`src/rtl/fdl_tx_pkg.sv`:
```
package fdl_tx_pkg;
  typedef enum logic {
    FRM_ESF = 1'b0,
    FRM_D4  = 1'b1
  } frm_mode_e;
endpackage

```
`src/rtl/fdl_hold_reg.sv`:
```
module fdl_hold_reg #(
  parameter int BYTE_W = 8,
  parameter logic [BYTE_W-1:0] RESET_BYTE = 8'h1C
) (
  input  logic              clk,
  input  logic              rst,
  input  logic              wr_en,
  input  logic [BYTE_W-1:0] wr_data,
  output logic [BYTE_W-1:0] hold
);
  always_ff @(posedge clk) begin
    if (rst) hold <= RESET_BYTE;
    else if (wr_en) hold <= wr_data;
  end

  // the held value only changes on a write
  p_hold_kept_r8: assert property (@(posedge clk) disable iff (rst)
    !wr_en |=> $stable(hold));
endmodule

```
`src/rtl/fdl_bit_sequencer.sv`:
```
module fdl_bit_sequencer
  import fdl_tx_pkg::*;
#(
  parameter int BYTE_W = 8,
  parameter int D4_BITS = 6,
  parameter logic [BYTE_W-1:0] RESET_BYTE = 8'h1C
) (
  input  logic              clk,
  input  logic              rst,
  input  logic              ins_en,
  input  frm_mode_e         mode,
  input  logic              slot_stb,
  input  logic              mf_start,
  input  logic              alt_bit,
  input  logic [BYTE_W-1:0] hold,
  output logic              ser_bit,
  output logic              byte_done
);
  localparam int POS_W = (BYTE_W > 1) ? $clog2(BYTE_W) : 1;
  localparam logic [POS_W-1:0] ESF_LAST = POS_W'(BYTE_W - 1);
  localparam logic [POS_W-1:0] D4_LAST  = POS_W'(D4_BITS - 1);

  logic [BYTE_W-1:0] shreg;
  logic [POS_W-1:0]  pos, pos_eff, last_pos;
  logic              realign, bit_now, at_end;

  always_comb begin
    last_pos  = (mode == FRM_D4) ? D4_LAST : ESF_LAST;
    realign   = (mode == FRM_D4) && mf_start;
    pos_eff   = realign ? '0 : pos;
    bit_now   = shreg[pos_eff];
    at_end    = (pos_eff >= last_pos);
    byte_done = ins_en && slot_stb && at_end;
  end

  always_ff @(posedge clk) begin
    if (rst) begin
      shreg   <= RESET_BYTE;
      pos     <= '0;
      ser_bit <= 1'b0;
    end else if (!ins_en) begin
      shreg <= hold;
      pos   <= '0;
      if (slot_stb) ser_bit <= alt_bit;
    end else if (slot_stb) begin
      ser_bit <= bit_now;
      if (at_end) begin
        shreg <= hold;
        pos   <= '0;
      end else begin
        pos <= pos_eff + POS_W'(1);
      end
    end
  end

  // the output only moves on a slot strobe
  p_idle_hold_r2: assert property (@(posedge clk) disable iff (rst)
    !slot_stb |=> $stable(ser_bit));
  // the byte in flight is never replaced before its end
  p_byte_intact_r9: assert property (@(posedge clk) disable iff (rst)
    ins_en && !byte_done |=> $stable(shreg));
  // pass-through of the alternate source while disabled
  p_alt_pass_r10: assert property (@(posedge clk) disable iff (rst)
    !ins_en && slot_stb |=> ser_bit == $past(alt_bit));
  // a multiframe strobe in D4 mode sends bit 0 of the byte
  p_realign_r4: assert property (@(posedge clk) disable iff (rst)
    ins_en && slot_stb && mode == FRM_D4 && mf_start |=> ser_bit == $past(shreg[0]));
endmodule

```
`src/rtl/fdl_empty_irq.sv`:
```
module fdl_empty_irq (
  input  logic clk,
  input  logic rst,
  input  logic set_evt,
  input  logic clr,
  input  logic mask,
  output logic empty_flag,
  output logic irq_n
);
  logic flag_d;

  always_comb flag_d = set_evt | (empty_flag & ~clr);

  always_ff @(posedge clk) begin
    if (rst) begin
      empty_flag <= 1'b0;
      irq_n      <= 1'b1;
    end else begin
      empty_flag <= flag_d;
      irq_n      <= ~(flag_d & mask);
    end
  end

  p_set_wins_r6: assert property (@(posedge clk) disable iff (rst)
    set_evt |=> empty_flag);
  p_flag_sticky_r6: assert property (@(posedge clk) disable iff (rst)
    empty_flag && !clr |=> empty_flag);
  p_flag_clears_r6: assert property (@(posedge clk) disable iff (rst)
    clr && !set_evt |=> !empty_flag);
  p_irq_match_r7: assert property (@(posedge clk) disable iff (rst)
    1'b1 |=> irq_n == !(empty_flag && $past(mask)));
endmodule

```
`src/rtl/fdl_tx_top.sv`:
```
module fdl_tx_top
  import fdl_tx_pkg::*;
#(
  parameter int BYTE_W = 8,
  parameter int D4_BITS = 6,
  parameter logic [BYTE_W-1:0] RESET_BYTE = 8'h1C
) (
  input  logic              clk,
  input  logic              rst,
  input  logic              host_wr_en,
  input  logic [BYTE_W-1:0] host_wr_data,
  input  logic              ins_en,
  input  logic              mode_d4,
  input  logic              empty_clr,
  input  logic              irq_mask,
  input  logic              slot_stb,
  input  logic              mf_start,
  input  logic              alt_bit,
  output logic              ser_bit,
  output logic              empty_flag,
  output logic              irq_n
);
  logic [BYTE_W-1:0] hold;
  logic              byte_done;
  frm_mode_e         mode;

  assign mode = mode_d4 ? FRM_D4 : FRM_ESF;

  fdl_hold_reg #(.BYTE_W(BYTE_W), .RESET_BYTE(RESET_BYTE)) u_hold (
    .clk(clk), .rst(rst), .wr_en(host_wr_en), .wr_data(host_wr_data), .hold(hold)
  );

  fdl_bit_sequencer #(.BYTE_W(BYTE_W), .D4_BITS(D4_BITS), .RESET_BYTE(RESET_BYTE)) u_seq (
    .clk(clk), .rst(rst), .ins_en(ins_en), .mode(mode), .slot_stb(slot_stb),
    .mf_start(mf_start), .alt_bit(alt_bit), .hold(hold),
    .ser_bit(ser_bit), .byte_done(byte_done)
  );

  fdl_empty_irq u_irq (
    .clk(clk), .rst(rst), .set_evt(byte_done), .clr(empty_clr), .mask(irq_mask),
    .empty_flag(empty_flag), .irq_n(irq_n)
  );

  // no byte completes while insertion is off
  p_no_set_disabled_r10: assert property (@(posedge clk) disable iff (rst)
    !ins_en && !empty_flag && !$past(empty_flag) |-> !byte_done);
endmodule

```
`config.mk`:
```
export PLATFORM = sky130hd
export DESIGN_NAME = fdl_tx_top
export DESIGN_NICKNAME = d
export VERILOG_FILES = /design/src/rtl/fdl_tx_pkg.sv /design/src/rtl/fdl_hold_reg.sv /design/src/rtl/fdl_bit_sequencer.sv /design/src/rtl/fdl_empty_irq.sv /design/src/rtl/fdl_tx_top.sv
export SDC_FILE = /design/constraint.sdc
export NUM_CORES = 1
export LEC_CHECK = 0
export BUFFER_PORTS_ARGS = -buffer_cell sky130_fd_sc_hd__buf_2
export CELL_PAD_IN_SITES_DETAIL_PLACEMENT = 1
export CELL_PAD_IN_SITES_GLOBAL_PLACEMENT = 1
export CORE_MARGIN = 1.5
export CORE_UTILIZATION = 29
export CTS_CLUSTER_SIZE = 10
export DETAILED_ROUTE_END_ITERATION = 8
export PLACE_DENSITY = 0.65
export SETUP_SLACK_MARGIN = 0.15
export SLEW_MARGIN = 10
export SYNTH_ARGS = -nofsm -noshare
export SYNTH_HDL_FRONTEND = slang
export SYNTH_HIERARCHICAL = 1
export SYNTH_SLANG_ARGS = --single-unit
```
`constraint.sdc`:
```
create_clock -name clk -period 1.96 [get_ports clk]
set_input_delay 0.196 -clock clk [delete_from_list [all_inputs] [get_ports clk]]
set_output_delay 0.196 -clock clk [all_outputs]
set_load 0.02 [all_outputs]
```
==> results of run 1 <==
repair_timing:
action,CTS,global route
endpoints found under the setup margin,0,4
setup buffers,0,1
gates resized for setup,0,2
per-layer routing:
| metal | track usage (%) | vias to the layer above | part of all wire [%] |
|---|---|---|---|
| met3 | 1.99 | 2 | 3.5 |
| met2 | 19.0 | 16 | 47 |
| li1 | - | 407 | - |
| met4 | 4.17 | 0 | 0.70 |
| met5 | 0 | - | 0 |
| met1 | 14.8 | 370 | 49 |
synth_stat cells:
cell type and instances:
dfxtp_1 22, nor2_1 17, mux2i_1 12, a21oi_1 5, inv_1 4, nor3_1 4, a211o_1 3, buf_6 3
o21ai_0 3, and2_1 2, clkbuf_1 2, ha_1 2, nand3_1 2, nor2b_2 2, a2111oi_2 1, a211o_2 1
a21boi_2 1, a21o_1 1, a21o_2 1, a221oi_2 1, a22oi_1 1, a31oi_2 1, and2_2 1, and3_1 1
clkbuf_2 1, mux4_2 1, nand2_1 1, nand2b_1 1, nand2b_4 1, nor2b_1 1, nor3b_1 1, o211ai_1 1
o21a_1 1, o31ai_1 1
cell usage in the layout, fill, tap and decap left out, types with 2 or more instances in the layout:
cell type | Yosys | routed
nor3_1 | 4 | 4
a21oi_1 | 5 | 5
buf_4 | 0 | 2
and2_1 | 2 | 2
clkbuf_4 | 0 | 3
nor2_1 | 17 | 17
inv_1 | 4 | 4
ha_1 | 2 | 2
nand3_1 | 2 | 2
dfxtp_1 | 22 | 22
nor2b_2 | 2 | 2
buf_2 | 0 | 21
o21ai_0 | 3 | 3
mux2i_1 | 12 | 12
a211o_1 | 3 | 3
worst min-delay path by stage:
stage | end | startpoint | slack (ns) | cells past startpoint
2_1_floorplan | u_irq/empty_flag | rst | 0.27 | 1
3_3_place_gp | u_hold/hold[4] | host_wr_data[4] | 0.41 | 2
3_5_place_dp | u_hold/hold[2] | host_wr_data[2] | 0.41 | 2
4_1_cts | u_hold/hold[2] | host_wr_data[2] | 0.09 | 2
5_1_grt | u_hold/hold[4] | host_wr_data[4] | 0.09 | 2
6_report | u_hold/hold[4] | host_wr_data[4] | 0.09 | 2
logic make-up (layout without fill, tap and decap cells):
family | count (synthesis) | in the layout | share of synthesized area [%]
compound gates | 22 | 22 | 17.3
buf+inv | 10 | 32 | 6.00
fa+ha+maj | 2 | 2 | 2.45
simple gates | 34 | 34 | 17.2
flops | 22 | 22 | 43.1
mux | 13 | 13 | 14.0
power by group through the flow:
stage,registers [mW],logic (mW),clock network (mW)
detailed placement,0.490,0.101,0
global placement,0.489,0.0968,0
global route,0.482,0.118,0.278
finish,0.479,0.105,0.244
CTS,0.480,0.101,0.256
floorplan,0.486,0.0722,0
sequential cells by signal, summed over array words and instances, names as in the netlist:
signal	flops
u_hold/hold	8
u_seq/shreg	8
u_seq/pos	3
u_irq/empty_flag	1
u_irq/irq_n	1
u_seq/ser_bit	1
final cells by class:
class / instances / area [sq um]
multi-input combinational: 71 / 528
fill: 415 / 2150
tap: 46 / 57.6
timing repair buffer: 24 / 131
sequential: 22 / 440
inverter: 4 / 15.0
clock buffer: 4 / 36.3
stage by stage:
step	worst slack, ns	instances	power, mW
2_1_floorplan	0.274	103	0.558
3_3_place_gp	0.105	165	0.586
3_5_place_dp	0.0531	165	0.591
4_1_cts	0.215	169	0.837
5_1_grt	0.169	171	0.878
6_report	0.261	171	0.828
==> impl_metrics.tcl, run 1 <==
set metrics [dict create \
    syn_area_sq_mm 0.00102 \
    cts.sinks 22 \
    slew_headroom_pct 73.2 \
    antenna_found_initial 0 \
    n_antenna_cell 0 \
    first_pass_iters 4 \
    initial_core_util_pct 30.4 \
    die_w_microns 62.3 \
    htree_levels 1 \
    synth_nets 123 \
    cts_made_buffers 3 \
    synth_top_cell_by_area "dfxtp_1" \
    slowest_stage "dfxtp_1" \
    cap_violations 0 \
    cellPowerDensity_mw_per_mm2 685 \
    endpoint "u_seq/shreg[3]" \
    syn_inst 103 \
    reg2reg_depth 8 \
    layout.nets 146 \
    clockRootBuffer "clkbuf_4" \
    setup_viol 0 \
    track_usage_pct 11.4 \
    die_area_sq_mm 0.00389 \
    gp_congestion 0.816 \
    cts_buffer_depth 2 \
    switching_share_pct 23.7 \
    peakVddDrop_mv 0.350 \
    drt-total-wl_mm 2.13 \
    dpl_cell_area_sq_mm 0.00115 \
    grt_pass1_vias 790 \
    p_sw_mw 0.196 \
    cts_tree "built" \
    io_pins 21 \
    p_seq_share_pct 57.8 \
    drt_iter0_drc 17 \
    r2r_start "u_seq/pos[1]" \
    combPwrFrac_pct 12.7 \
    rows 21 \
    grt_pass1_wl_mm 3.60 \
    critPathKind "flop to flop" \
    cp_top_family "compound AO/OA/AOI/OAI gates" \
    clk_pin_slew_ns 0.12 \
    p_int_mw 0.632 \
    core_area_sq_mm 0.00336 \
    drc_errors 0 \
    worst_hold_path_type "input pin to flop" \
    final_cell_area_sq_mm 0.00121 \
    ff2ff_setup_slack_ns 0.26 \
    finalCoreUtilization_pct 35.9 \
    fmax_mhz 589 \
    finalHoldViolCount 0 \
    avgSynthCellArea_sq_um 9.91 \
    p_leak_nw 0.533 \
    dpl.hpwl_mm 1.63 \
    start_kind "flop" \
    cp-startpoint "u_seq/pos[1]" \
    holdBufCountCts 0 \
    clock_skew_ns 0.00436 \
    critPathArrivalTime_ns 1.94 \
    fp.dieH_microns 62.3 \
    grt_overflow 0 \
    slowest_delay_ns 0.34 \
    min_period_ns 1.70 \
    maxSlewViolCount 0 \
    worst_setup_path_end_kind "flop" \
    port_buffers 20 \
    critical_path_required_ns 2.20 \
    drive_above_1_share_pct 31.2 \
    ys_seq_elements 22 \
    ys_warn_count 6 \
    synth_seq_area_share_pct 43.1 \
    worstMarginPinSlew_ns 0.402 \
    crit_buf_inv 2 \
    hold_ws_ns 0.0940 \
    status "complete, no violations" \
    detail_route.wl_per_cell_microns 12.5 \
    critPathMaxFanout 5 \
    ys_types 34 \
    yosysTopAreaCellShare_pct 43.1 \
    antenna_left 0 \
    synthTopCellsByArea "dfxtp_1, mux2i_1, nor2_1, buf_6, a211o_1" \
    clockPowerShare_pct 29.5 \
    cp.depth 8 \
    clk_latency_ns 0.30 \
    avgViaCountPerCell 4.65 \
    rsz0062_at_grt "false" \
    regToRegEndpoint "u_seq/shreg[3]" \
    area_delta_synth_final_pct 18.4 \
    via_count 795 \
    grt_max_degree 24 \
    fin_crit_sh_pct 86.7 \
    setup_tns_ns 0 \
    cp_cell_sequence "and2_1 -> ha_1 -> a21o_2 -> a31oi_4 -> buf_2 -> buf_4 -> nor3_1 -> a21oi_1" \
]
Power figures use the tool's default switching activity.
==> inputs of run 2 (changes only) <==
--- a/config.mk
+++ b/config.mk
@@ -12,6 +12,7 @@
 export CORE_UTILIZATION = 29
 export CTS_CLUSTER_SIZE = 10
 export DETAILED_ROUTE_END_ITERATION = 8
+export GPL_TIMING_DRIVEN = 0
 export PLACE_DENSITY = 0.65
 export SETUP_SLACK_MARGIN = 0.15
 export SLEW_MARGIN = 10
==> run 2 against run 1 <==
Compared with the run above:
- global-route usage rose by 1.5 points
- power rose by 15%
- critical path depth fell by 1
- sequential power barely moved
- core utilization rose by 2.8 points
- worst hold slack got worse by 0.022 ns
- worst setup slack got worse by 0.010 ns
- clock power rose by 46%
- combinational power rose by 15%
- sequential cell count did not move
- largest cell class unchanged
- highest routed layer unchanged
==> impl_metrics.tcl, run 2 (synthesis results as in run 1) <==
set metrics [dict create \
    ff2ff_setup_slack_ns 0.25 \
    slew_headroom_pct 71.1 \
    drt-total-wl_mm 2.32 \
    via_count 834 \
    die_area_sq_mm 0.00389 \
    fp.dieH_microns 62.3 \
    final_cell_mix "dfxtp_1, buf_2, nor2_1" \
    grt_pass1_wl_mm 3.97 \
    holdBufCountCts 0 \
    worst_setup_path_end_kind "flop" \
    die_w_microns 62.3 \
    hold_depth 2 \
    crit_buf_inv 1 \
    clk_latency_ns 0.32 \
    io_pins 21 \
    critPathArrivalTime_ns 1.92 \
    antenna_found_initial 0 \
    core_area_sq_mm 0.00336 \
    min_to "u_hold/hold[4]" \
    grt_max_degree 14 \
    area_delta_synth_final_pct 27.5 \
    slowest_delay_ns 0.38 \
    grt_overflow 0 \
    rsz0062_at_grt "false" \
    hold_ws_ns 0.0721 \
    status "complete, no violations" \
    cts.sinks 22 \
    fin_crit_sh_pct 87.2 \
    worstMarginPinSlew_ns 0.433 \
    n_antenna_cell 0 \
    grt_pass1_vias 855 \
    avgViaCountPerCell 4.71 \
    regToRegEndpoint "u_seq/shreg[1]" \
    finalCoreUtilization_pct 38.7 \
    peakVddDrop_mv 0.374 \
    setup_tns_ns 0 \
    reg2reg_depth 7 \
    detail_route.wl_per_cell_microns 13.1 \
    fmax_mhz 585 \
    cp_cell_sequence "and2_4 -> ha_4 -> a21o_4 -> a31oi_4 -> buf_6 -> mux2i_1 -> nor2_1" \
    start_kind "flop" \
    gp_congestion 0.798 \
    clockRootBuffer "clkbuf_4" \
    cellPowerDensity_mw_per_mm2 732 \
    cp_top_family "compound AO/OA/AOI/OAI gates" \
    drive_above_1_share_pct 35.1 \
    clk_pin_slew_ns 0.13 \
    drt_iter0_drc 17 \
    setup_viol 0 \
    track_usage_pct 12.9 \
    worst_hold_path_type "input pin to flop" \
    maxSlewViolCount 0 \
    cts_buffer_depth 2 \
    port_buffers 19 \
    finalHoldViolCount 0 \
    critical_path_required_ns 2.17 \
    cts_made_buffers 3 \
    layout.nets 152 \
    fillers 417 \
    critPathKind "flop to flop" \
    critPathMaxFanout 7 \
    slowest_stage "dfxtp_4" \
    min_period_ns 1.71 \
    rows 21 \
    clock_skew_ns 0.00524 \
    antenna_left 0 \
    htree_levels 1 \
    hold_start "host_wr_data[4]" \
    first_pass_iters 3 \
    p_leak_nw 0.569 \
    r2r_start "u_seq/pos[1]" \
    initial_core_util_pct 30.4 \
    dpl.hpwl_mm 1.65 \
    drc_errors 0 \
    cts_tree "built" \
    layout_commonest_cell "dfxtp_1" \
    reg_top3 "u_hold/hold (8), u_seq/shreg (8), u_seq/pos (3)" \
    cap_violations 0 \
]
## run 2: report_power, final
group,internal [mW],switching [mW]
Sequential,0.465,0.0106
Clock,0.207,0.148
Combinational,0.0614,0.0593
## run 2: worst max-delay path by stage
| stage | slack [ns] | startpoint | end | depth (start not counted) |
|---|---|---|---|---|
| final | 0.25 | u_seq/pos[1] | u_seq/shreg[1] | 7 |
| after global routing | 0.14 | u_seq/pos[1] | u_seq/shreg[3] | 8 |
| after CTS | 0.17 | u_seq/pos[1] | u_seq/shreg[1] | 7 |
| after detailed placement | -0.05 | mode_d4 | u_seq/shreg[1] | 9 |
| after global placement | 0.03 | mode_d4 | u_seq/shreg[5] | 9 |
| after floorplan | 0.27 | u_seq/pos[1] | u_seq/shreg[0] | 7 |
## run 2: area by class of cell
type                    instances  area [sq um]  area share (%)
flip-flops and latches         22           444            34.1
plain buffers                   6          46.3            3.56
inverters                       4          15.0            1.15
clock buffers                   3          22.5            1.73
repair buffers                 24           136            10.5
multi-input cells              71           549            42.2
well taps                      46          57.6            4.42
clock inverters                 1          30.0            2.31
## run 2: stage by stage
step           setup WS, ns  total power, mW  instance area (sq um)  std cells
2_1_floorplan         0.274            0.558                   1020        103
3_3_place_gp         0.0343            0.592                   1170        168
3_5_place_dp        -0.0517            0.597                   1170        168
4_1_cts               0.167            0.966                   1250        174
5_1_grt               0.135             1.00                   1300        177
6_report              0.251            0.952                   1300        177
## run 2: what timing repair did
item,in CTS,in global routing
pin swaps,0,2
resized for setup,2,5
setup endpoints to repair,4,8
setup buffers,2,3
## run 2: per-layer routing
layer	vias to the layer above	share of wire (%)	track usage [%]
li1	416	-	-
met1	394	42	15.5
met2	19	51	21.9
met3	5	3.7	1.81
met4	0	2.5	7.50
met5	-	0	0
==> inputs of run 3 (changes only) <==
==> constraint.sdc (replaced) <==
create_clock -name clk -period 1.6 [get_ports clk]
set_input_delay 0.16 -clock clk [delete_from_list [all_inputs] [get_ports clk]]
set_output_delay 0.16 -clock clk [all_outputs]
set_load 0.02 [all_outputs]
==> run 3 against run 2 <==
Compared with the run above:
- wire length increased by 2.2%
- the flow now finishes with violations (negative setup slack)
- critical endpoint is now u_seq/shreg[5]
- clock power decreased by 14%
- critical path type unchanged
- worst setup slack got worse by 0.33 ns
- cell area increased by 3.7%
- clock skew decreased by 0.00074 ns
- die area unchanged
- largest cell class unchanged
- core utilization increased by 1.5 points
- combinational power increased by 27%
- sequential cell count unchanged
- sequential power increased by 23%
==> impl_metrics.tcl, run 3 (synthesis results as in run 1) <==
set metrics [dict create \
    status "finished, violations left" \
    violations "negative setup slack" \
    hold_ws_ns 0.0548 \
    reg_top3 "u_hold/hold (8), u_seq/shreg (8), u_seq/pos (3)" \
    start_kind "flop" \
    gp_congestion 0.735 \
    detailedPlace.worstSlack_ns -0.248 \
    min_period_ns 1.67 \
    p_leak_nw 0.583 \
    cellPowerDensity_mw_per_mm2 773 \
    rsz0062_at_grt "true" \
    core_area_sq_mm 0.00336 \
    avgViaCountPerCell 4.72 \
    cts_made_buffers 3 \
    hold_depth 2 \
    rows 21 \
    regToRegEndpoint "u_seq/shreg[5]" \
    layout_setup_ws_ns -0.0750 \
    port_buffers 19 \
    initial_core_util_pct 30.4 \
    reg2reg_depth 7 \
    n_antenna_cell 0 \
    die_w_microns 62.3 \
    ff2ff_setup_slack_ns -0.07 \
    clk_pin_slew_ns 0.12 \
    hold_start "host_wr_data[4]" \
    peakVddDrop_mv 0.424 \
    fin_crit_sh_pct 105 \
    area_delta_synth_final_pct 32.2 \
    drc_errors 0 \
    htree_levels 1 \
    worst_hold_path_type "input pin to flop" \
    cts_buffer_depth 2 \
    drt_iter0_drc 11 \
    dp.cells 168 \
    grt_pass1_vias 831 \
    detail_route.wl_per_cell_microns 13.1 \
    drt-total-wl_mm 2.37 \
    grt_overflow 0 \
    io_pins 21 \
    worst_setup_path_end_kind "flop" \
    fillers 418 \
    critical_path_required_ns 1.79 \
    maxSlewViolCount 0 \
    track_usage_pct 12.3 \
    fmax_mhz 597 \
    antenna_left 0 \
    finalHoldViolCount 0 \
    cts_tree "built" \
    min_to "u_hold/hold[4]" \
    antenna_found_initial 0 \
    first_pass_iters 4 \
    via_count 854 \
    cts.sinks 22 \
    grt_max_degree 13 \
    drive_above_1_share_pct 42.2 \
    slew_headroom_pct 65.2 \
    critPathArrivalTime_ns 1.87 \
    final_cell_area_sq_mm 0.00135 \
    stdcell_count 181 \
    critPathKind "flop to flop" \
    worstMarginPinSlew_ns 0.522 \
    final_cell_mix "dfxtp_1, buf_2, nor2_1" \
    grt_pass1_wl_mm 3.86 \
    dpl.hpwl_mm 1.69 \
    die_area_sq_mm 0.00389 \
    cap_violations 0 \
    layout_commonest_cell "dfxtp_1" \
    finalPower_mw 1.04 \
    setup_viol 7 \
    dpl_cell_area_sq_mm 0.00120 \
    critPathMaxFanout 8 \
    holdBufCountCts 0 \
    r2r_start "u_seq/pos[1]" \
    clk_latency_ns 0.30 \
    fp.dieH_microns 62.3 \
    clockRootBuffer "clkbuf_4" \
    clock_skew_ns 0.00450 \
    layout.nets 156 \
]
## run 3: cell count changes in the layout (fill, tap and decap cells not counted), sizes merged
cell / delta
clkbuf: +1
buf: +4
bufinv: -1
## run 3: repair_timing
item / CTS / global route
pin swaps: 1 / 5
gates cloned: 0 / 0
resized for setup: 1 / 9
buffers inserted: 5 / 4
endpoints found under the setup margin: 11 / 13
## run 3: where the power goes
group,internal (mW),switching [mW]
logic,0.0781,0.0762
clock network,0.139,0.167
registers,0.570,0.0133
## run 3: metrics by stage
step	TNS, ns	util [%]
floorplan	0	-
global placement	-1.41	35.8
detailed placement	-1.72	35.8
CTS	-0.229	38.1
global route	-0.758	40.1
finish	-0.350	40.1
## run 3: final cells by class
| class | instances | area, sq um | area share, % |
|---|---|---|---|
| multi-input cells | 71 | 583 | 43.2 |
| plain buffers | 6 | 46.3 | 3.43 |
| repair buffers | 28 | 166 | 12.3 |
| inverters | 4 | 15.0 | 1.11 |
| clock buffers | 4 | 36.3 | 2.69 |
| well taps | 46 | 57.6 | 4.26 |
| flip-flops and latches | 22 | 445 | 33.0 |
## run 3: worst max-delay path, stage by stage, from the launching register on
cell and delay, ns:
dfxtp_4 0.36, and2_4 0.14, ha_4 0.21, a21o_4 0.21, a31oi_4 0.20, buf_6 0.17
mux2i_1 0.20, nor2_1 0.06
## run 3: worst max-delay path by stage
| stage | start | to | depth (start not counted) |
|---|---|---|---|
| finish | u_seq/pos[1] | u_seq/shreg[5] | 7 |
| global route | u_seq/pos[1] | u_seq/shreg[5] | 7 |
| CTS | u_seq/pos[1] | u_seq/shreg[5] | 7 |
| detailed placement | mode_d4 | u_seq/shreg[1] | 9 |
| global placement | mode_d4 | u_seq/shreg[5] | 9 |
| floorplan | u_seq/pos[1] | u_seq/shreg[0] | 7 |
## run 3: metal layers
metal | GRT usage [%] | part of all wire (%) | up-vias
li1 | - | - | 423
met1 | 14.7 | 42 | 411
met2 | 22.3 | 54 | 20
met3 | 2.54 | 3.8 | 0
met4 | 3.33 | 0 | 0
met5 | 0 | 0 | -
